`config.mk`:
```
export PLATFORM = sky130hd
export DESIGN_NAME = nvbyte_ctrl
export DESIGN_NICKNAME = d
export VERILOG_FILES = /design/src/rtl/nvbyte_pkg.sv /design/src/rtl/nvbyte_sync.sv /design/src/rtl/nvbyte_store.sv /design/src/rtl/nvbyte_seq.sv /design/src/rtl/nvbyte_ctrl.sv
export SDC_FILE = /design/constraint.sdc
export NUM_CORES = 2
export LEC_CHECK = 0
export CORE_MARGIN = 8
export CORE_UTILIZATION = 30
export CTS_CLUSTER_DIAMETER = 30
export CTS_CLUSTER_SIZE = 40
export DETAILED_ROUTE_END_ITERATION = 10
export PLACE_DENSITY = 0.5
export SETUP_SLACK_MARGIN = 0.02
export SLEW_MARGIN = 20
export SYNTH_ARGS = -nofsm -noshare
export SYNTH_HDL_FRONTEND = slang
export SYNTH_SLANG_ARGS = --single-unit
export TNS_END_PERCENT = 5
```
`constraint.sdc`:
```
create_clock -name clk -period 6.7 [get_ports clk]
set_input_delay 0.67 -clock clk [delete_from_list [all_inputs] [get_ports clk]]
set_output_delay 0.67 -clock clk [all_outputs]
set_load 0.03 [all_outputs]
```
`src/rtl/nvbyte_pkg.sv`:
```
package nvbyte_pkg;

  // synchronised host controls, most significant field first
  typedef struct packed {
    logic cs_n;
    logic oe_n;
    logic we_n;
    logic clr;
  } ctl_t;

  localparam int CTL_W = $bits(ctl_t);
  // idle level of each control after reset: strobes high, erase qualifier low
  localparam logic [CTL_W-1:0] CTL_IDLE = 4'b1110;

  typedef enum logic [1:0] {
    SQ_IDLE  = 2'd0,
    SQ_PROG  = 2'd1,
    SQ_SWEEP = 2'd2
  } sq_state_e;

endpackage

```
`src/rtl/nvbyte_sync.sv`:
```
module nvbyte_sync #(
  parameter int                W       = 4,
  parameter int                STAGES  = 2,
  parameter logic [W-1:0]      RST_VAL = '0
) (
  input  logic         clk,
  input  logic         rst,
  input  logic [W-1:0] d,
  output logic [W-1:0] q
);

  localparam int LAST = STAGES - 1;

  for (genvar b = 0; b < W; b++) begin : g_bit
    logic [STAGES-1:0] chain;
    always_ff @(posedge clk) begin
      if (rst) chain <= {STAGES{RST_VAL[b]}};
      else     chain <= {chain[STAGES-2:0], d[b]};
    end
    assign q[b] = chain[LAST];
  end

endmodule

```
`src/rtl/nvbyte_store.sv`:
```
module nvbyte_store #(
  parameter int DATA_W  = 8,
  parameter int MAIN_AW = 8,
  parameter int ID_AW   = 5
) (
  input  logic               clk,
  input  logic               wr_en,
  input  logic               wr_id,
  input  logic [MAIN_AW-1:0] wr_main_addr,
  input  logic [ID_AW-1:0]   wr_id_addr,
  input  logic [DATA_W-1:0]  wr_data,
  input  logic               rd_id,
  input  logic [MAIN_AW-1:0] rd_main_addr,
  input  logic [ID_AW-1:0]   rd_id_addr,
  output logic [DATA_W-1:0]  rdata
);

  localparam int MAIN_DEPTH = 1 << MAIN_AW;
  localparam int ID_DEPTH   = 1 << ID_AW;

  logic [DATA_W-1:0] main_mem [MAIN_DEPTH];
  logic [DATA_W-1:0] id_mem   [ID_DEPTH];
  logic [DATA_W-1:0] main_q, id_q;
  logic              sel_q;

  // one write port and one registered read port per array
  always_ff @(posedge clk) begin
    if (wr_en && !wr_id) main_mem[wr_main_addr] <= wr_data;
    main_q <= main_mem[rd_main_addr];
  end

  always_ff @(posedge clk) begin
    if (wr_en && wr_id) id_mem[wr_id_addr] <= wr_data;
    id_q <= id_mem[rd_id_addr];
  end

  always_ff @(posedge clk) sel_q <= rd_id;

  assign rdata = sel_q ? id_q : main_q;

endmodule

```
`src/rtl/nvbyte_seq.sv`:
```
module nvbyte_seq
  import nvbyte_pkg::*;
#(
  parameter int DATA_W       = 8,
  parameter int MAIN_AW      = 8,
  parameter int ID_AW        = 5,
  parameter int WR_CYCLES    = 25000,
  parameter int PWRUP_CYCLES = 625000,
  parameter int CLR_CYCLES   = 1250000
) (
  input  logic               clk,
  input  logic               rst,
  input  ctl_t               ctl,
  input  logic               id_hit,
  input  logic [MAIN_AW-1:0] addr,
  input  logic [DATA_W-1:0]  din,
  output logic               busy,
  output logic [DATA_W-1:0]  poll,
  output logic               wr_en,
  output logic               wr_id,
  output logic [MAIN_AW-1:0] wr_main_addr,
  output logic [ID_AW-1:0]   wr_id_addr,
  output logic [DATA_W-1:0]  wr_data
);

  localparam int TW = $clog2(WR_CYCLES + 1);
  localparam int LW = $clog2(PWRUP_CYCLES + 1);
  localparam int CW = $clog2(CLR_CYCLES + 1);
  localparam logic [TW-1:0]      T_LAST  = TW'(WR_CYCLES - 1);
  localparam logic [LW-1:0]      L_LAST  = LW'(PWRUP_CYCLES - 1);
  localparam logic [CW-1:0]      C_LAST  = CW'(CLR_CYCLES - 1);
  localparam logic [MAIN_AW-1:0] P_LAST  = '1;
  localparam logic [DATA_W-1:0]  ERASED  = '1;

  sq_state_e          state;
  logic [TW-1:0]      tmr;
  logic               first;
  logic [LW-1:0]      lock_cnt;
  logic               unlocked;
  logic               strobe, strobe_q, start, stop;
  logic               pend;
  logic [MAIN_AW-1:0] lat_addr;
  logic               lat_id;
  logic [DATA_W-1:0]  lat_data;
  logic [MAIN_AW-1:0] sweep_ptr;
  logic               clr_cond, clr_hold, clr_go;
  logic [CW-1:0]      clr_cnt;

  // write strobe: both enables low, output enable high, no erase request
  assign strobe   = !ctl.cs_n && !ctl.we_n && ctl.oe_n && !ctl.clr;
  assign start    = strobe && !strobe_q;
  assign stop     = !strobe && strobe_q;
  assign clr_cond = ctl.clr && !ctl.cs_n && !ctl.we_n;
  assign clr_go   = clr_cond && !clr_hold && (clr_cnt == C_LAST)
                    && unlocked && (state == SQ_IDLE);

  // power-up lockout
  always_ff @(posedge clk) begin
    if (rst) begin
      lock_cnt <= '0;
      unlocked <= 1'b0;
    end else if (!unlocked) begin
      if (lock_cnt == L_LAST) unlocked <= 1'b1;
      else                    lock_cnt <= lock_cnt + 1'b1;
    end
  end

  // erase pulse width measurement
  always_ff @(posedge clk) begin
    if (rst || !clr_cond) begin
      clr_cnt  <= '0;
      clr_hold <= 1'b0;
    end else if (!clr_hold) begin
      if (clr_cnt == C_LAST) clr_hold <= 1'b1;
      else                   clr_cnt  <= clr_cnt + 1'b1;
    end
  end

  // request capture and timed cycle
  always_ff @(posedge clk) begin
    if (rst) begin
      state     <= SQ_IDLE;
      strobe_q  <= 1'b0;
      pend      <= 1'b0;
      tmr       <= '0;
      first     <= 1'b0;
      lat_addr  <= '0;
      lat_id    <= 1'b0;
      lat_data  <= '0;
      sweep_ptr <= '0;
    end else begin
      strobe_q <= strobe;
      case (state)
        SQ_IDLE: begin
          if (start && unlocked) begin
            pend     <= 1'b1;
            lat_addr <= addr;
            lat_id   <= id_hit;
          end
          if (stop && pend) begin
            pend     <= 1'b0;
            lat_data <= din;
            tmr      <= T_LAST;
            first    <= 1'b1;
            state    <= SQ_PROG;
          end
          if (clr_go) begin
            pend      <= 1'b0;
            sweep_ptr <= '0;
            state     <= SQ_SWEEP;
          end
        end
        SQ_PROG: begin
          first <= 1'b0;
          if (tmr == '0) state <= SQ_IDLE;
          else           tmr   <= tmr - 1'b1;
        end
        SQ_SWEEP: begin
          if (sweep_ptr == P_LAST) state     <= SQ_IDLE;
          else                     sweep_ptr <= sweep_ptr + 1'b1;
        end
        default: state <= SQ_IDLE;
      endcase
    end
  end

  assign busy = (state != SQ_IDLE);

  // erase the target on the first cycle, program it on the last
  always_comb begin
    wr_en        = 1'b0;
    wr_id        = lat_id;
    wr_main_addr = lat_addr;
    wr_id_addr   = lat_addr[ID_AW-1:0];
    wr_data      = lat_data;
    poll         = {~lat_data[DATA_W-1], {(DATA_W-1){1'b0}}};
    if (state == SQ_PROG) begin
      wr_en = first || (tmr == '0);
      if (tmr != '0) wr_data = ERASED;
    end else if (state == SQ_SWEEP) begin
      wr_en        = 1'b1;
      wr_id        = 1'b0;
      wr_main_addr = sweep_ptr;
      wr_data      = ERASED;
      poll         = {~ERASED[DATA_W-1], {(DATA_W-1){1'b0}}};
    end
  end

endmodule

```
`src/rtl/nvbyte_ctrl.sv`:
```
module nvbyte_ctrl
  import nvbyte_pkg::*;
#(
  parameter int ADDR_W       = 13,
  parameter int DATA_W       = 8,
  parameter int MAIN_AW      = 8,
  parameter int ID_AW        = 5,
  parameter int WR_CYCLES    = 25000,
  parameter int PWRUP_CYCLES = 625000,
  parameter int CLR_CYCLES   = 1250000
) (
  input  logic              clk,
  input  logic              rst,
  input  logic              cs_n,
  input  logic              oe_n,
  input  logic              we_n,
  input  logic              clr_hv,
  input  logic              id_sel,
  input  logic [ADDR_W-1:0] addr,
  input  logic [DATA_W-1:0] dq_in,
  output logic [DATA_W-1:0] dq_out,
  output logic              dq_oe,
  output logic              busy_pull
);

  logic [CTL_W-1:0]   ctl_raw, ctl_sync;
  ctl_t               ctl;
  logic               id_hit, rd_en, busy;
  logic [DATA_W-1:0]  poll, rdata, wr_data;
  logic               wr_en, wr_id;
  logic [MAIN_AW-1:0] wr_main_addr;
  logic [ID_AW-1:0]   wr_id_addr;

  assign ctl_raw = {cs_n, oe_n, we_n, clr_hv};

  nvbyte_sync #(.W(CTL_W), .STAGES(2), .RST_VAL(CTL_IDLE)) u_sync (
    .clk (clk),
    .rst (rst),
    .d   (ctl_raw),
    .q   (ctl_sync)
  );

  assign ctl    = ctl_t'(ctl_sync);
  assign id_hit = id_sel && (&addr[ADDR_W-1:ID_AW]);
  assign rd_en  = !ctl.cs_n && !ctl.oe_n && ctl.we_n;

  nvbyte_seq #(
    .DATA_W(DATA_W), .MAIN_AW(MAIN_AW), .ID_AW(ID_AW),
    .WR_CYCLES(WR_CYCLES), .PWRUP_CYCLES(PWRUP_CYCLES), .CLR_CYCLES(CLR_CYCLES)
  ) u_seq (
    .clk          (clk),
    .rst          (rst),
    .ctl          (ctl),
    .id_hit       (id_hit),
    .addr         (addr[MAIN_AW-1:0]),
    .din          (dq_in),
    .busy         (busy),
    .poll         (poll),
    .wr_en        (wr_en),
    .wr_id        (wr_id),
    .wr_main_addr (wr_main_addr),
    .wr_id_addr   (wr_id_addr),
    .wr_data      (wr_data)
  );

  nvbyte_store #(.DATA_W(DATA_W), .MAIN_AW(MAIN_AW), .ID_AW(ID_AW)) u_store (
    .clk          (clk),
    .wr_en        (wr_en),
    .wr_id        (wr_id),
    .wr_main_addr (wr_main_addr),
    .wr_id_addr   (wr_id_addr),
    .wr_data      (wr_data),
    .rd_id        (id_hit),
    .rd_main_addr (addr[MAIN_AW-1:0]),
    .rd_id_addr   (addr[ID_AW-1:0]),
    .rdata        (rdata)
  );

  always_ff @(posedge clk) begin
    if (rst) begin
      dq_oe  <= 1'b0;
      dq_out <= '0;
    end else begin
      dq_oe  <= rd_en;
      dq_out <= !rd_en ? '0 : (busy ? poll : rdata);
    end
  end

  assign busy_pull = busy;

endmodule

```
==> flow_metrics.py <==
metrics = {
    "status": {
        "outcome": "finished clean",
    },
    "synthesis": {
        "postSynth.asyncResetShare_pct": 0,
        "ys_ff_latch": 2426,
        "ys_seq_area_share_pct": 76.1,
        "ys_warn_count": 0,
        "netlist_instances": 4801,
        "synthMuxAreaShare_pct": 14.2,
        "synthAdderAreaFrac_pct": 0.0664,
        "synth_top_family_by_area": "multiplexers",
        "syn_nets": 4834,
        "synth_edf_count": 2304,
        "synth-compound-area-share_pct": 3.74,
        "netlist_area_sq_mm": 0.0942,
        "synth_cell_types": 71,
        "synthSimpleGateAreaFrac_pct": 4.06,
        "syn-mean-instance-area_sq_um": 19.6,
        "synthFlopType": "edfxtp_1",
        "synthXorXnorAreaFrac_pct": 0.428,
    },
    "power_and_ir_drop": {
        "ir_drop_v": 0.000234,
        "power.leakage_nw": 37.3,
        "internal_power_w": 0.0324,
        "seqPwrFrac_pct": 40.1,
        "p_comb_share_pct": 2.6,
        "pwr-share-clk_pct": 57.2,
        "swShare_pct": 21.0,
        "p_switching_w": 0.00859,
        "power_density_mw_per_mm2": 354,
    },
    "global_routing": {
        "grt_pass1_wl_um": 364000,
        "overflow": 0,
        "grt_pass1_vias": 49736,
        "grt.total_usage_pct": 14.8,
        "grt_start_max_net_pins": 197,
        "antenna_found_initial": 10,
    },
    "clocking": {
        "clk_latency_ps": 920,
        "clkTransAtPathRegs_ps": 50,
        "hold_buffers": 0,
        "clock-sinks": 2426,
        "cts_tree": "built",
        "numCtsBuffers": 465,
        "cts_buffer_depth": 4,
        "cts-root-buf": "clkbuf_16",
        "htree_levels": 5,
        "postCtsSetupRepairBufs": 0,
        "cts_resized": 0,
    },
    "sta": {
        "worst_pin_slew_ps": 1210,
        "fin_tns_setup_ps": 0,
        "drv_slew": 0,
        "skew_ps": 76.9,
        "hold_violations": 0,
        "layout_min_cycle_time_ps": 4630,
        "maxSlewHeadroom_pct": 19.3,
        "fmax_mhz": 216,
        "setup_ws_ps": 2070,
        "finalCritPeriodShare_pct": 69.1,
        "setup_viol": 0,
        "grt_setup_unrepaired": "false",
    },
    "worst_setup_path": {
        "cp.required_ps": 7200,
        "critPathMostFrequentCell": "buf_4",
        "timing.rr.start": "u_seq.tmr[0]",
        "cp-start-kind": "flop",
        "path_class": "reg -> reg",
        "crit_start": "u_seq.tmr[0]",
        "path_max_fanout": 16,
        "crit_path_top_delay_cell": "nand3_2",
        "r2r_slack_ps": 2070,
        "ff2ff_path_depth": 10,
        "arrival_ps": 5130,
        "slowest_delay_ps": 960,
        "critPathCaptureType": "flop",
        "path_cells": "inv_1, ha_1, or4b_2, nor3_4, a21oi_2, o31ai_4, buf_4, nand3_2, buf_4, nor2_1",
    },
    "place": {
        "place_ws_ps": 1910,
        "io_buffer_count": 37,
        "gp_congestion": 0.785,
        "dp.final_hpwl_um": 146000,
        "placed_area_sq_mm": 0.0995,
    },
    "final_layout": {
        "final_cell_area_sq_mm": 0.116,
        "final_nets": 5150,
        "multi_input_area_sq_mm": 0.0214,
        "mostFrequentLayoutCell": "edfxtp_1",
        "seqCellArea_sq_mm": 0.0716,
        "area_delta_synth_final_pct": 22.7,
        "drive_gt1_share_pct": 26.4,
        "fillerInstances": 28414,
        "final_cell_mix": "edfxtp_1, mux4_2, clkbuf_16",
    },
    "routing": {
        "postRouteAntennaNets": 0,
        "wl_per_cell_um": 26.2,
        "drt-vias-per-instance": 5.02,
        "drt-pass1-iter-count": 6,
        "drc_errors": 0,
        "wirelength_um": 253000,
        "via_count": 48452,
        "dr.first_iter.drc_count": 4781,
    },
    "hold_path": {
        "whs_path_depth": 2,
        "hp-class": "in -> reg",
        "hold_path_startpoint": "we_n",
    },
    "floorplanning": {
        "num_rows": 205,
        "die_y_um": 576,
        "initial_core_util_pct": 30.2,
        "die_w_um": 576,
        "core_sq_mm": 0.312,
        "die-area_sq_mm": 0.332,
        "boundaryPins": 38,
    },
    "flow_run": {
        "drv_cap": 0,
    },
}
## sequential cells by signal (all words and copies together), names as in the netlist, 15 cells and up
| name | cells |
|---|---|
| u_seq.clr_cnt | 21 |
| u_seq.tmr | 15 |
| u_store.id_mem | 256 |
| u_store.main_mem | 2048 |
| u_seq.lock_cnt | 20 |
## path summary, 6_finish.rpt
path                                   end
setup reg to reg   u_store.main_mem[95][4]
hold / removal    u_sync.g_bit[1].chain[0]
hold reg to reg   u_sync.g_bit[3].chain[1]
setup / recovery   u_store.main_mem[95][4]
## critical path, delay by kind of cell, from the launching register on
kind / cells / cell delay [ps]
simple gates: 4 / 2400
buf+inv: 3 / 1020
flops: 1 / 330
fa+ha+maj: 1 / 140
compound gates: 2 / 340
## per-stage QoR
step                      power (W)  instances  hold WS (ps)  utilization (%)
after floorplan              0.0174       4801           389                -
after global placement       0.0178       8790           395             31.9
after detailed placement     0.0178       8790           396             31.9
after CTS                    0.0413       9658           266             37.0
after global routing         0.0420       9659           302             37.0
final                        0.0410       9660           348             37.0
## power by group through the flow
stage	logic (W)	registers (W)	clock network (W)
floorplan	0.000703	0.0167	0
finish	0.00108	0.0164	0.0234
detailed placement	0.00109	0.0167	0
global route	0.00114	0.0164	0.0245
CTS	0.00110	0.0164	0.0238
global placement	0.00109	0.0167	0
## final cells by class
cell class	instances	area share, %
flip-flops and latches	2426	62.0
multi-input cells	2082	18.5
clock buffers	522	10.4
well taps	4140	4.48
clock inverters	346	3.50
repair buffers	131	1.14
inverters	11	0.0357
diodes	2	0.00433
## per-layer routing
layer  track usage [%]  routed length, um  part of all wire, %
met1              21.0             113000                   45
met2              23.4             118000                   47
met3              2.67              15300                  6.0
met4              4.28               6990                  2.8
met5                 0                 10               0.0039
## synth_stat cells (27+ instances only)
cell	number	share of area (%)
a21oi_1	124	0.66
a22oi_1	157	1.3
buf_1	35	0.14
buf_2	88	0.47
clkbuf_1	137	0.55
dfxtp_1	122	2.6
edfxtp_1	2304	73
mux2_2	40	0.48
mux2i_1	200	2.1
mux4_2	486	12
nand2_1	110	0.44
nand2b_1	35	0.23
nand3_1	39	0.21
nor2_1	401	1.6
nor3_1	27	0.14
nor4_1	30	0.20
o21ai_0	41	0.22
o221ai_1	31	0.29
o22ai_1	34	0.23
xor2_1	28	0.26
## logic make-up (layout without fill, tap and decap cells)
logic type / after synthesis / count (layout)
compound gates: 513 / 513
xor+xnor: 46 / 46
fa+ha+maj: 5 / 5
buf+inv: 293 / 1010
flops: 2426 / 2426
mux: 726 / 726
other cells: 0 / 2
simple gates: 792 / 792
Note: power is estimated with default switching activity, not from simulation.
